--- config.mk ---
export PLATFORM = sky130hd
export DESIGN_NAME = brt_top
export DESIGN_NICKNAME = d
export VERILOG_FILES = /design/src/rtl/brt_pkg.sv /design/src/rtl/brt_ctrl.sv /design/src/rtl/brt_datapath.sv /design/src/rtl/brt_top.sv
export SDC_FILE = /design/constraint.sdc
export NUM_CORES = 1
export LEC_CHECK = 0
export ABC_AREA = 1
export CAP_MARGIN = 20
export CORE_UTILIZATION = 36
export DETAILED_ROUTE_END_ITERATION = 12
export DONT_BUFFER_PORTS = 1
export HOLD_SLACK_MARGIN = 0.1
export PLACE_DENSITY = 0.47
export SYNTH_ARGS = -nofsm -noshare
export SYNTH_HDL_FRONTEND = slang
export SYNTH_SLANG_ARGS = --single-unit
--- constraint.sdc ---
create_clock -name clk -period 1.8 [get_ports clk]
set_input_delay 0.18 -clock clk [delete_from_list [all_inputs] [get_ports clk]]
set_output_delay 0.18 -clock clk [all_outputs]
set_load 0.05 [all_outputs]
--- src/rtl/brt_pkg.sv ---
package brt_pkg;
  typedef enum logic [2:0] {
    CondNotZero = 3'd0,
    CondZero    = 3'd1,
    CondNoCarry = 3'd2,
    CondCarry   = 3'd3,
    CondNeg     = 3'd4,
    CondGe      = 3'd5,
    CondLt      = 3'd6,
    CondAlways  = 3'd7
  } condCode_t;

  typedef struct packed {
    logic load;
    logic isJump;
    logic taken;
  } brtStrobe_t;

  localparam logic [2:0] JUMP_CLASS = 3'b001;
endpackage

--- src/rtl/brt_ctrl.sv ---
module brt_ctrl
  import brt_pkg::*;
#(
  parameter int DATA_W = 16,
  parameter int OFF_W  = 10
) (
  input  logic              clk,
  input  logic              rstN,
  input  logic              inValid,
  input  logic [DATA_W-1:0] instrWord,
  input  logic              flagC,
  input  logic              flagZ,
  input  logic              flagN,
  input  logic              flagV,
  output brtStrobe_t        strobe,
  output logic              outValid,
  output logic              outIsJump,
  output logic              outTaken
);
  localparam int CLASS_LSB = DATA_W - 3;
  localparam int COND_LSB  = OFF_W;
  localparam int COND_MSB  = OFF_W + 2;

  condCode_t condCode;
  logic      isJump;
  logic      condMet;

  assign isJump   = (instrWord[DATA_W-1:CLASS_LSB] == JUMP_CLASS);
  assign condCode = condCode_t'(instrWord[COND_MSB:COND_LSB]);

  always_comb begin
    unique case (condCode)
      CondNotZero: condMet = !flagZ;
      CondZero:    condMet = flagZ;
      CondNoCarry: condMet = !flagC;
      CondCarry:   condMet = flagC;
      CondNeg:     condMet = flagN;
      CondGe:      condMet = (flagN == flagV);
      CondLt:      condMet = (flagN != flagV);
      default:     condMet = 1'b1;
    endcase
  end

  assign strobe.load   = inValid;
  assign strobe.isJump = isJump;
  assign strobe.taken  = isJump && condMet;

  always_ff @(posedge clk or negedge rstN) begin
    if (!rstN) begin
      outValid  <= 1'b0;
      outIsJump <= 1'b0;
      outTaken  <= 1'b0;
    end else begin
      outValid <= inValid;
      if (inValid) begin
        outIsJump <= strobe.isJump;
        outTaken  <= strobe.taken;
      end
    end
  end

  // valid output follows accepted input by one cycle
  p_valid_follow_r6: assert property (@(posedge clk) disable iff (!rstN)
    inValid |=> outValid);
  p_valid_drop_r6: assert property (@(posedge clk) disable iff (!rstN)
    !inValid |=> !outValid);
  // a word outside the jump class never reports a jump
  p_class_r1: assert property (@(posedge clk) disable iff (!rstN)
    (inValid && instrWord[DATA_W-1:CLASS_LSB] != JUMP_CLASS) |=> (!outIsJump && !outTaken));
  // the unconditional code on a jump word is always taken
  p_always_r2: assert property (@(posedge clk) disable iff (!rstN)
    (inValid && instrWord[DATA_W-1:CLASS_LSB] == JUMP_CLASS
     && instrWord[COND_MSB:COND_LSB] == 3'd7) |=> outTaken);
  // flags hold while idle
  p_hold_flags_r7: assert property (@(posedge clk) disable iff (!rstN)
    !inValid |=> ($stable(outIsJump) && $stable(outTaken)));
endmodule

--- src/rtl/brt_datapath.sv ---
module brt_datapath
  import brt_pkg::*;
#(
  parameter int DATA_W = 16,
  parameter int OFF_W  = 10
) (
  input  logic              clk,
  input  logic              rstN,
  input  brtStrobe_t        strobe,
  input  logic [DATA_W-1:0] instrWord,
  input  logic [DATA_W-1:0] pcInc,
  output logic [DATA_W-1:0] nextPc
);
  localparam int EXT_W = DATA_W - OFF_W;

  logic [DATA_W-1:0] offsetExt;
  logic [DATA_W-1:0] byteOffset;
  logic [DATA_W-1:0] target;
  logic [DATA_W-1:0] nextPcD;

  assign offsetExt  = {{EXT_W{instrWord[OFF_W-1]}}, instrWord[OFF_W-1:0]};
  assign byteOffset = offsetExt << 1;
  assign target     = pcInc + byteOffset;
  assign nextPcD    = strobe.taken ? target : pcInc;

  always_ff @(posedge clk or negedge rstN) begin
    if (!rstN) nextPc <= '0;
    else if (strobe.load) nextPc <= nextPcD;
  end

  // a not-taken result falls through to the incremented PC
  p_fallthru_r5: assert property (@(posedge clk) disable iff (!rstN)
    (strobe.load && !strobe.taken) |=> (nextPc == $past(pcInc)));
  // the PC register holds while idle
  p_hold_pc_r7: assert property (@(posedge clk) disable iff (!rstN)
    !strobe.load |=> $stable(nextPc));
  // a taken jump always lands on an even distance from pcInc
  p_even_r4: assert property (@(posedge clk) disable iff (!rstN)
    (strobe.load && strobe.taken) |=> ((nextPc[0] ^ $past(pcInc[0])) == 1'b0));
endmodule

--- src/rtl/brt_top.sv ---
module brt_top
  import brt_pkg::*;
#(
  parameter int DATA_W = 16,
  parameter int OFF_W  = 10
) (
  input  logic              clk,
  input  logic              rstN,
  input  logic              inValid,
  input  logic [DATA_W-1:0] instrWord,
  input  logic [DATA_W-1:0] pcInc,
  input  logic              flagC,
  input  logic              flagZ,
  input  logic              flagN,
  input  logic              flagV,
  output logic              outValid,
  output logic              outIsJump,
  output logic              outTaken,
  output logic [DATA_W-1:0] nextPc
);
  brtStrobe_t strobe;

  brt_ctrl #(.DATA_W(DATA_W), .OFF_W(OFF_W)) ctrl_i (
    .clk(clk), .rstN(rstN), .inValid(inValid), .instrWord(instrWord),
    .flagC(flagC), .flagZ(flagZ), .flagN(flagN), .flagV(flagV),
    .strobe(strobe), .outValid(outValid), .outIsJump(outIsJump),
    .outTaken(outTaken)
  );

  brt_datapath #(.DATA_W(DATA_W), .OFF_W(OFF_W)) dp_i (
    .clk(clk), .rstN(rstN), .strobe(strobe), .instrWord(instrWord),
    .pcInc(pcInc), .nextPc(nextPc)
  );

  // taken is only ever reported together with the jump class
  p_taken_jump_r5: assert property (@(posedge clk) disable iff (!rstN)
    outTaken |-> outIsJump);
endmodule

After elaboration in Yosys (flattened, before gate mapping)
Index checks and enable logic that the tools add are counted.
- flip-flop bits (word level): 19
- bits of input ports: 39
- output and inout bits: 19
- add/subtract/negate cells: 1
- eq/ne operators: 9
- multiplexer cells: 2
- reductions and logical operators: 4
- operators by type and width (operator ; number):
    $add 16x16->16 ; 1
    $mux 16 ; 1
    $eq 3x3->1 const B ; 3
    $pmux 1 s7 ; 1
    $eq 3x1->1 const B ; 2
    $eq 3x2->1 const B ; 2
    $logic_not 3->1 ; 1
    $logic_not 1->1 ; 2
    $eq 1x1->1 ; 1
    $logic_and 1x1->1 ; 1
    $ne 1x1->1 ; 1

Depth between registers and ports, before layout
Gate-level depths: netlist (run 1).
- word-level depth: 4
- depth in mapped cells: 12

Cells and area by module
From an unflattened synthesis (run 1), not the netlist that was laid out.
- cell total of the unflattened synthesis: 308
- area total of the unflattened synthesis: 1876.8 µm²
- by module, submodules not included (module ; instances ; cells each ; area an instance (µm²) ; sequential area each (µm²)):
    brt_datapath ; 1 ; 272 ; 1650.3 ; 400.4
    brt_ctrl ; 1 ; 36 ; 226.5 ; 75.1

Worst setup path after synthesis (run 1)
Ideal clock, no wire load.
- path type: input port to flip-flop
- start: in instrWord[0]
- end: reg dp_i.nextPc[9]
- setup time: 0.118 ns
- data arrival time: 1.364 ns
- setup slack: 0.318 ns
- stages on the path: 12
- cells stage by stage: ha_1 > inv_1 > fa_1 > inv_1 > nand3_1 > nand3_1 > nand2_1 > nand2_1 > xnor2_1 > nand2_1 > nand2_1 > nand2_1
- longest elaborated chain between the ends: 2
- RTL lines (element ; RTL line ; RTL):
    start: declaration ; brt_top.sv:10 ; input logic [DATA_W-1:0] instrWord,
    $add 16x16->16 ; brt_datapath.sv:23 ; assign target = pcInc + byteOffset;
    $mux 16 ; brt_datapath.sv:24 ; assign nextPcD = strobe.taken ? target : pcInc;
    end signal: assignment ; brt_datapath.sv:28 ; else if (strobe.load) nextPc <= nextPcD;
    end: declaration ; brt_datapath.sv:12 ; output logic [DATA_W-1:0] nextPc
No other way between the ends.
A chain may end at the register's enable or synchronous reset.

Final worst setup path (run 1)
- start: in instrWord[15]
- end: reg dp_i.nextPc[10]
- longest elaborated chain between the ends: 3
- RTL lines (element ; RTL line ; RTL):
    $eq 3x1->1 ; brt_ctrl.sv:28 ; assign isJump = (instrWord[DATA_W-1:CLASS_LSB] == JUMP_CLASS);
    $logic_and 1x1->1 ; brt_ctrl.sv:46 ; assign strobe.taken = isJump && condMet;
    $mux 16 ; brt_datapath.sv:24 ;
No other way between the ends.

==> results.yml, run 1 <==
timing:
  worst_slew_pin_slew_ns: 0.838
  fin_skew_ns: 0
  max_freq_mhz: 628
  finalCritPeriodShare: 0.885
  rsz0062_at_grt: "false"
  slew_headroom: 0.439
  drv_slew: 0
  hold_violations: 0
  fin_setup_tns_ns: 0
  setup_viol: 0
  final.setup.worst_slack_ns: 0.207
  fin_crit_ns: 1.59
place:
  pre_cts_ws_ns: 0.193
  dpl.hpwl_um: 3700
  port_buffers: 0
  place_congestion: 0.792
run_status:
  status: "complete, no violations"
clock_network:
  post_cts_buffers: 0
  insertion_delay_ns: 0.25
  clk_path_buf_depth: 2
  numCtsBuffers: 3
  root_buffer: "clkbuf_8"
  clk_pin_slew_ns: 0.07
  cts_htree_levels: 1
  cts_tree: "yes"
  cts_sinks: 19
synthesis:
  synth_top_cell_by_area: "nand2_1"
  syn_inst: 306
  syn_avg_cell_area_sq_um: 6.01
  ys_seq_area_frac: 0.259
  yosysUniqueCellTypes: 21
  syn-cell-area_sq_um: 1840
  yosys_warnings: 0
  ys_ff_latch: 19
  synth_top_area_share: 0.304
  syn-num-nets: 360
  synth.area.top_cells: "nand2_1 (30%), dfrtp_1 (26%), inv_1 (10%)"
final_layout:
  final_util: 0.414
  drive_above_1_share: 0.0322
  layout_common_cells: "nand2_1 (149), inv_1 (50), nand3_1 (21), dfrtp_1 (19), ha_1 (14)"
  fillers: 557
  syn_to_final_growth_pct: 8.44
  layout_commonest_cell: "nand2_1"
  fin_nets: 366
  antenna_cells: 0
global_route:
  grt_use_total: 0.180
  grt_start_max_net_pins: 20
  grt_antenna_before_repair: 0
  gr-total-overflow: 0
  grt_pass1_vias: 1610
  grt_pass1_wl_um: 7420
worst_setup_path:
  required_ns: 1.95
  end_kind: "flip-flop"
  crit_type: "input port to flip-flop"
  crit_fanout: 14
  worst_setup_path_start_kind: "input port"
  crit_arrival_ns: 1.75
  rrSetupSlack_ns: 0.90
routing:
  wl_per_cell_um: 12.1
  drtIter0Drc: 73
  drc: 0
  antenna_left: 0
  via_count: 1738
  viasPerCell: 4.60
  firstDrtPassIters: 4
  totalWireLength_um: 4570
die:
  coreArea_sq_um: 4820
  die_w_um: 73.5
  die_area_sq_um: 5400
  io-pin-count: 58
  die_h_um: 73.5
  num_rows: 25
  start_util: 0.382
flow_run:
  drv_cap: 0
pwr:
  power.leakage_uw: 0.00120
  power_density_nw_per_um2: 668
  ir_drop_mv: 0.216
min_path:
  holdCritPathClass: "input port to flip-flop"
==> repair_timing <==
| action | in CTS | in global routing |
|---|---|---|
| endpoints found under the setup margin | 0 | 5 |
| hold buffers | 5 | 0 |
| endpoints found under the hold margin | 27 | 0 |
| resized for setup | 0 | 1 |
==> registers in the layout, indices dropped and copies added (netlist names) <==
signal	count
ctrl_i.outValid	1
ctrl_i.outIsJump	1
dp_i.nextPc	16
ctrl_i.outTaken	1
==> critical path: stages <==
cell and delay [ns]:
dlygate4sd3_1 0.55, nor3b_2 0.28, nand3_4 0.21, clkinv_2 0.22, nand3_1 0.15, nand2_1 0.10, nand2_1 0.05
==> per-layer routing <==
metal | wire, um | track usage | part of all wire
met2 | 1930 | 0.285 | 0.42
met5 | 0 | 0 | 0
met3 | 243 | 0.0206 | 0.053
met4 | 51 | 0.0513 | 0.011
met1 | 2350 | 0.257 | 0.51
==> kinds of logic after synthesis <==
kind of cell    Yosys count  share of synthesized area
xor+xnor                  7                     0.0333
flops                    19                      0.259
compound gates           16                     0.0435
buf+inv                  56                      0.122
simple gates            193                      0.436
fa+ha+maj                15                      0.106
==> area by class of cell <==
cell class | count | area [sq um] | share of cell area
repair buffers | 6 | 57.6 | 0.0289
multi-input cells | 231 | 1140 | 0.571
clock inverters | 1 | 5.00 | 0.00251
flip-flops and latches | 19 | 475 | 0.238
inverters | 51 | 193 | 0.0966
clock buffers | 3 | 41.3 | 0.0207
well taps | 67 | 83.8 | 0.0420
==> cell usage after synthesis <==
| master | instances |
|---|---|
| nand2_1 | 149 |
| inv_1 | 50 |
| nand3_1 | 21 |
| dfrtp_1 | 19 |
| ha_1 | 14 |
| a21oi_1 | 12 |
| nor2_1 | 12 |
| xnor2_1 | 6 |
| o21ai_1 | 4 |
| clkbuf_1 | 3 |
| nand4_1 | 3 |
| and2_1 | 2 |
| buf_6 | 2 |
| nand3b_1 | 2 |
| fa_1 | 1 |
| inv_2 | 1 |
| nand2_2 | 1 |
| nand3_2 | 1 |
| nand3_4 | 1 |
| nor3b_2 | 1 |
| xor2_1 | 1 |
==> metrics by stage <==
stage | area [sq um] | total power [uW] | std cells | hold WS [ns]
global route | 1990 | 1430 | 378 | 0.132
finish | 1990 | 1330 | 378 | 0.107
detailed placement | 1900 | 1030 | 369 | -0.115
floorplan | 1840 | 957 | 306 | -0.116
CTS | 1990 | 1350 | 378 | 0.108
global placement | 1900 | 1030 | 369 | -0.115
==> report_power, final <==
group	internal [uW]	leakage [uW]	switching, uW
logic	149	0.000938	236
registers	466	0.000233	186
clock network	154	0.0000255	142
==> final timing paths <==
kind / to / startpoint / cells after the start
max: dp_i.nextPc[10] / instrWord[15] / 7
min: ctrl_i.outTaken / inValid / 2
max reg2reg: dp_i.nextPc[9] / dp_i.nextPc[9] / 2
min reg2reg: dp_i.nextPc[0] / dp_i.nextPc[0] / 2
max in group asynchronous: dp_i.nextPc[9] / rstN / 1
min in group asynchronous: dp_i.nextPc[7] / rstN / 1
No activity file was read; power rests on OpenSTA's default activity.
==> inputs of run 2 (changes only) <==
--- a/config.mk
+++ b/config.mk
@@ -6,5 +6,4 @@
 export NUM_CORES = 1
 export LEC_CHECK = 0
-export ABC_AREA = 1
 export CAP_MARGIN = 20
 export CORE_UTILIZATION = 36
@@ -15,3 +14,4 @@
 export SYNTH_ARGS = -nofsm -noshare
 export SYNTH_HDL_FRONTEND = slang
+export SYNTH_HIERARCHICAL = 1
 export SYNTH_SLANG_ARGS = --single-unit
==> constraint.sdc (replaced) <==
create_clock -name clk -period 1.8 [get_ports clk]
set_input_delay 0.36 -clock clk [delete_from_list [all_inputs] [get_ports clk]]
set_output_delay 0.36 -clock clk [all_outputs]
set_load 0.05 [all_outputs]
==> run 2 against run 1 <==
Total power up 4.9%. Design area up 1.3%. Critical path depth up 2. Global-route usage down 0.83 points. Largest cell class unchanged. Largest power group unchanged.
==> results.yml, run 2 <==
global_route:
  grt_antenna_before_repair: 0
  grt_pass1_wl_um: 6690
  grt_start_max_net_pins: 43
  gr-total-overflow: 0
  grt_use_total: 0.172
  grt_pass1_vias: 1458
worst_setup_path:
  worst_setup_path_start_kind: "input port"
  cp_cell_sequence: "ha_4 -> inv_2 -> fa_2 -> nor2b_4 -> o31ai_4 -> a31o_1 -> a21oi_2 -> nor3_1 -> or3b_1"
  required_ns: 1.95
  slowest_delay_ns: 0.36
  end_kind: "flip-flop"
  critPathSlowestCell: "fa_2"
  crit_arrival_ns: 1.90
  crit_type: "input port to flip-flop"
  crit_fanout: 4
clock_network:
  clk_pin_slew_ns: 0.08
  cts_tree: "yes"
  cts_sinks: 19
  insertion_delay_ns: 0.26
  cts_htree_levels: 1
  clk_path_buf_depth: 2
  cts_resized: 0
  numCtsBuffers: 3
  root_buffer: "clkbuf_8"
final_layout:
  syn_to_final_growth_pct: 22.4
  layout_commonest_cell: "buf_4"
  antenna_cells: 0
  multi_input_area_sq_um: 1200
  register_area_sq_um: 475
  largest_register: "dp_i/nextPc"
  fin_nets: 260
  layout_common_cells: "buf_4 (22), nor2_1 (20), dfrtp_1 (19), a21oi_1 (19), o21ai_0 (10)"
  fillers: 420
  largest_reg_flops: 16
  drive_above_1_share: 0.234
timing:
  drv_slew: 0
  fin_skew_ns: 0
  final.setup.worst_slack_ns: 0.0550
  worst_slew_pin_slew_ns: 0.946
  fin_crit_ns: 1.75
  slew_headroom: 0.367
  hold_violations: 0
  rsz0062_at_grt: "true"
  setup_viol: 0
  fin_setup_tns_ns: 0
  finalCritPeriodShare: 0.969
  max_freq_mhz: 573
die:
  coreArea_sq_um: 4380
  die_w_um: 69.7
  num_rows: 24
  die_area_sq_um: 4860
  start_util: 0.376
  die_h_um: 69.7
  io-pin-count: 58
synthesis:
  syn_inst: 184
  syn-cell-area_sq_um: 1650
  syn_avg_cell_area_sq_um: 8.97
  syn-num-nets: 238
  yosys_warnings: 6
place:
  place_congestion: 0.903
  pre_cts_ws_ns: -0.213
  port_buffers: 0
  dpl.hpwl_um: 3160
routing:
  drc: 0
  drtIter0Drc: 73
  antenna_left: 0
  wl_per_cell_um: 15.6
  totalWireLength_um: 4020
  via_count: 1435
  viasPerCell: 5.58
  firstDrtPassIters: 4
run_status:
  status: "complete, no violations"
pwr:
  power.leakage_uw: 0.000853
  power_density_nw_per_um2: 693
  ir_drop_mv: 0.319
min_path:
  holdCritPathClass: "input port to flip-flop"
flow_run:
  drv_cap: 0
run 2: final timing paths:
check	from	endpoint	slack, ns	cells after the start
max	instrWord[0]	dp_i/nextPc[13]	0.05	9
min	inValid	ctrl_i/outValid	0.12	0
max reg2reg	ctrl_i/outTaken	ctrl_i/outTaken	0.78	1
min reg2reg	dp_i/nextPc[13]	dp_i/nextPc[13]	0.65	3
max in group asynchronous	rstN	dp_i/nextPc[11]	0.54	1
min in group asynchronous	rstN	dp_i/nextPc[6]	0.69	1
run 2: area by class of cell:
class | instances | area share
Multi-Input combinational cell | 150 | 0.597
Sequential cell | 19 | 0.235
Clock buffer | 3 | 0.0204
Clock inverter | 1 | 0.00372
Timing Repair Buffer | 24 | 0.0967
Tap cell | 52 | 0.0322
Inverter | 8 | 0.0149
run 2: per-stage QoR:
stage	hold WS, ns	cell area (sq um)	util	std cells	power [uW]
CTS	0.116	2020	0.461	257	1410
detailed placement	0.0650	1960	0.447	252	1080
floorplan	0.0644	1750	-	184	966
finish	0.121	2020	0.461	257	1400
global route	0.107	2020	0.461	257	1480
global placement	0.0649	1960	0.447	252	1070
run 2: report_power, final:
group	switching (uW)	leakage, uW	internal [uW]
clock network	164	0.0000217	157
logic	201	0.000611	230
registers	180	0.000219	468
run 2: timing repair:
item | CTS | global route
buffers inserted | 0 | 0
endpoints found under the setup margin | 0 | 1
hold endpoints to repair | 19 | 0
hold buffers | 1 | 0
run 2: metal layers:
metal,global-route usage,share of wire,vias up
met2,0.286,0.47,37
met1,0.222,0.47,663
met5,0,0,-
li1,-,-,731
met4,0.0644,0.012,0
met3,0.0305,0.044,4
run 2: critical path, delay by kind of cell:
kind | cells | cell delay [ns]
AND/OR/NAND/NOR | 3 | 0.57
adder cells (fa/ha/maj) | 2 | 0.48
AO/OA/AOI/OAI | 3 | 0.45
buffers and inverters | 1 | 0.03
==> inputs of run 3 (changes only) <==
Settings changed: CTS_BUF_LIST from default to sky130_fd_sc_hd__clkbuf_16, CTS_CLUSTER_DIAMETER from default to 150.
==> run 3 against run 2 <==
Sequential power about the same. Maximum frequency decreased by 0.94%. Non-clock buffer count unchanged. Global-route usage about the same. Design area increased by 1.7%. Utilization increased by 0.77 points. Flip-flop and latch count unchanged. Total power increased by 11%. Hold slack improved by 0.014 ns. Die area unchanged. Sequential share of layout area decreased by 0.39 points. Critical endpoint unchanged. Largest cell class unchanged. Largest power group unchanged. Highest routed layer unchanged.
==> results.yml, run 3 (same netlist as run 2, synthesis figures left out) <==
run_status:
  status: "complete, no violations"
clock_network:
  clk_path_buf_depth: 2
  cts_tree: "yes"
  cts_sinks: 19
  numCtsBuffers: 3
  clk_pin_slew_ns: 0.06
  insertion_delay_ns: 0.25
  root_buffer: "clkbuf_16"
  cts_htree_levels: 1
timing:
  final.setup.worst_slack_ns: 0.0385
  drv_slew: 0
  rsz0062_at_grt: "true"
  fin_crit_ns: 1.76
  slew_headroom: 0.382
  finalCritPeriodShare: 0.979
  worst_slew_pin_slew_ns: 0.923
  hold_violations: 0
  fin_skew_ns: 0
  setup_viol: 0
  max_freq_mhz: 568
final_layout:
  drive_above_1_share: 0.234
  layout.cells.non_filler: 257
  layout_common_cells: "buf_4 (22), nor2_1 (20), dfrtp_1 (19), a21oi_1 (19), o21ai_0 (10)"
  fin_nets: 260
  antenna_cells: 0
  fillers: 423
  syn_to_final_growth_pct: 24.4
  layout_commonest_cell: "buf_4"
  largest_reg_flops: 16
  largest_register: "dp_i/nextPc"
worst_setup_path:
  slowest_delay_ns: 0.36
  cp_cell_sequence: "ha_4 -> inv_2 -> fa_2 -> nor2b_4 -> o31ai_4 -> a31o_1 -> a21oi_2 -> nor3_1 -> or3b_1"
  end_kind: "flip-flop"
  cpLargestDelayFamily: "simple AND/OR/NAND/NOR gates"
  crit_fanout: 4
  required_ns: 1.93
  worst_setup_path_start_kind: "input port"
  cp_num_buf_inv: 1
  critPathSlowestCell: "fa_2"
  crit_type: "input port to flip-flop"
  crit_arrival_ns: 1.89
global_route:
  grt_start_max_net_pins: 43
  gr-total-overflow: 0
  grt_pass1_wl_um: 6760
  grt_antenna_before_repair: 0
  grt_pass1_vias: 1459
  grt_use_total: 0.172
die:
  die_h_um: 69.7
  die_w_um: 69.7
  coreArea_sq_um: 4380
  io-pin-count: 58
  num_rows: 24
  die_area_sq_um: 4860
  start_util: 0.376
routing:
  antenna_left: 0
  totalWireLength_um: 4030
  drc: 0
  firstDrtPassIters: 4
  via_count: 1432
  viasPerCell: 5.57
  drtIter0Drc: 64
  wl_per_cell_um: 15.7
place:
  dpl.hpwl_um: 3160
  dp.cells: 252
  pre_cts_ws_ns: -0.213
  place_congestion: 0.903
  port_buffers: 0
pwr:
  power_density_nw_per_um2: 758
  power.leakage_uw: 0.000868
  ir_drop_mv: 0.398
flow_run:
  drv_cap: 0
min_path:
  holdCritPathClass: "input port to flip-flop"
## run 3: per-stage QoR
stage	hold WS (ns)	setup TNS (ns)	util	area, sq um	total power, uW
CTS	0.133	0	0.468	2050	1570
global placement	0.0649	-1.01	0.447	1960	1070
finish	0.135	0	0.468	2050	1560
global route	0.128	-0.0888	0.468	2050	1630
detailed placement	0.0650	-1.11	0.447	1960	1080
floorplan	0.0644	-0.185	-	1750	966
## run 3: power breakdown
part / total, uW / switching (uW) / internal, uW / leakage (uW)
Sequential: 649 / 180 / 468 / 0.000219
Combinational: 431 / 201 / 230 / 0.000611
Clock: 477 / 177 / 301 / 0.0000371
Total: 1560 / 558 / 999 / 0.000868
## run 3: path summary, 6_finish.rpt
check | from | end | slack, ns | cells past startpoint
max | instrWord[0] | dp_i/nextPc[13] | 0.04 | 9
min in group asynchronous | rstN | dp_i/nextPc[5] | 0.69 | 1
max reg2reg | ctrl_i/outTaken | ctrl_i/outTaken | 0.78 | 1
min reg2reg | dp_i/nextPc[13] | dp_i/nextPc[13] | 0.65 | 3
min | inValid | ctrl_i/outValid | 0.14 | 0
max in group asynchronous | rstN | dp_i/nextPc[6] | 0.55 | 1
## run 3: what timing repair did
action	4_1_cts	5_1_grt
hold buffers	1	0
hold endpoints to repair	19	0
endpoints found under the setup margin	0	2
buffers inserted	0	0
resized for setup	0	0
## run 3: final cells by class
type	count	area (sq um)	share of cell area
timing repair buffer	24	195	0.0951
sequential	19	475	0.232
multi-input combinational	150	1200	0.587
clock buffer	3	75.1	0.0366
clock inverter	1	7.51	0.00366
inverter	8	30.0	0.0146
tap	52	65.1	0.0317
## run 3: routing by layer
metal,GRT usage,vias to the layer above,wire [um]
met2,0.290,39,1910
met4,0.0511,0,34
met5,0,-,0
met1,0.216,659,1890
met3,0.0422,2,189
li1,-,732,-
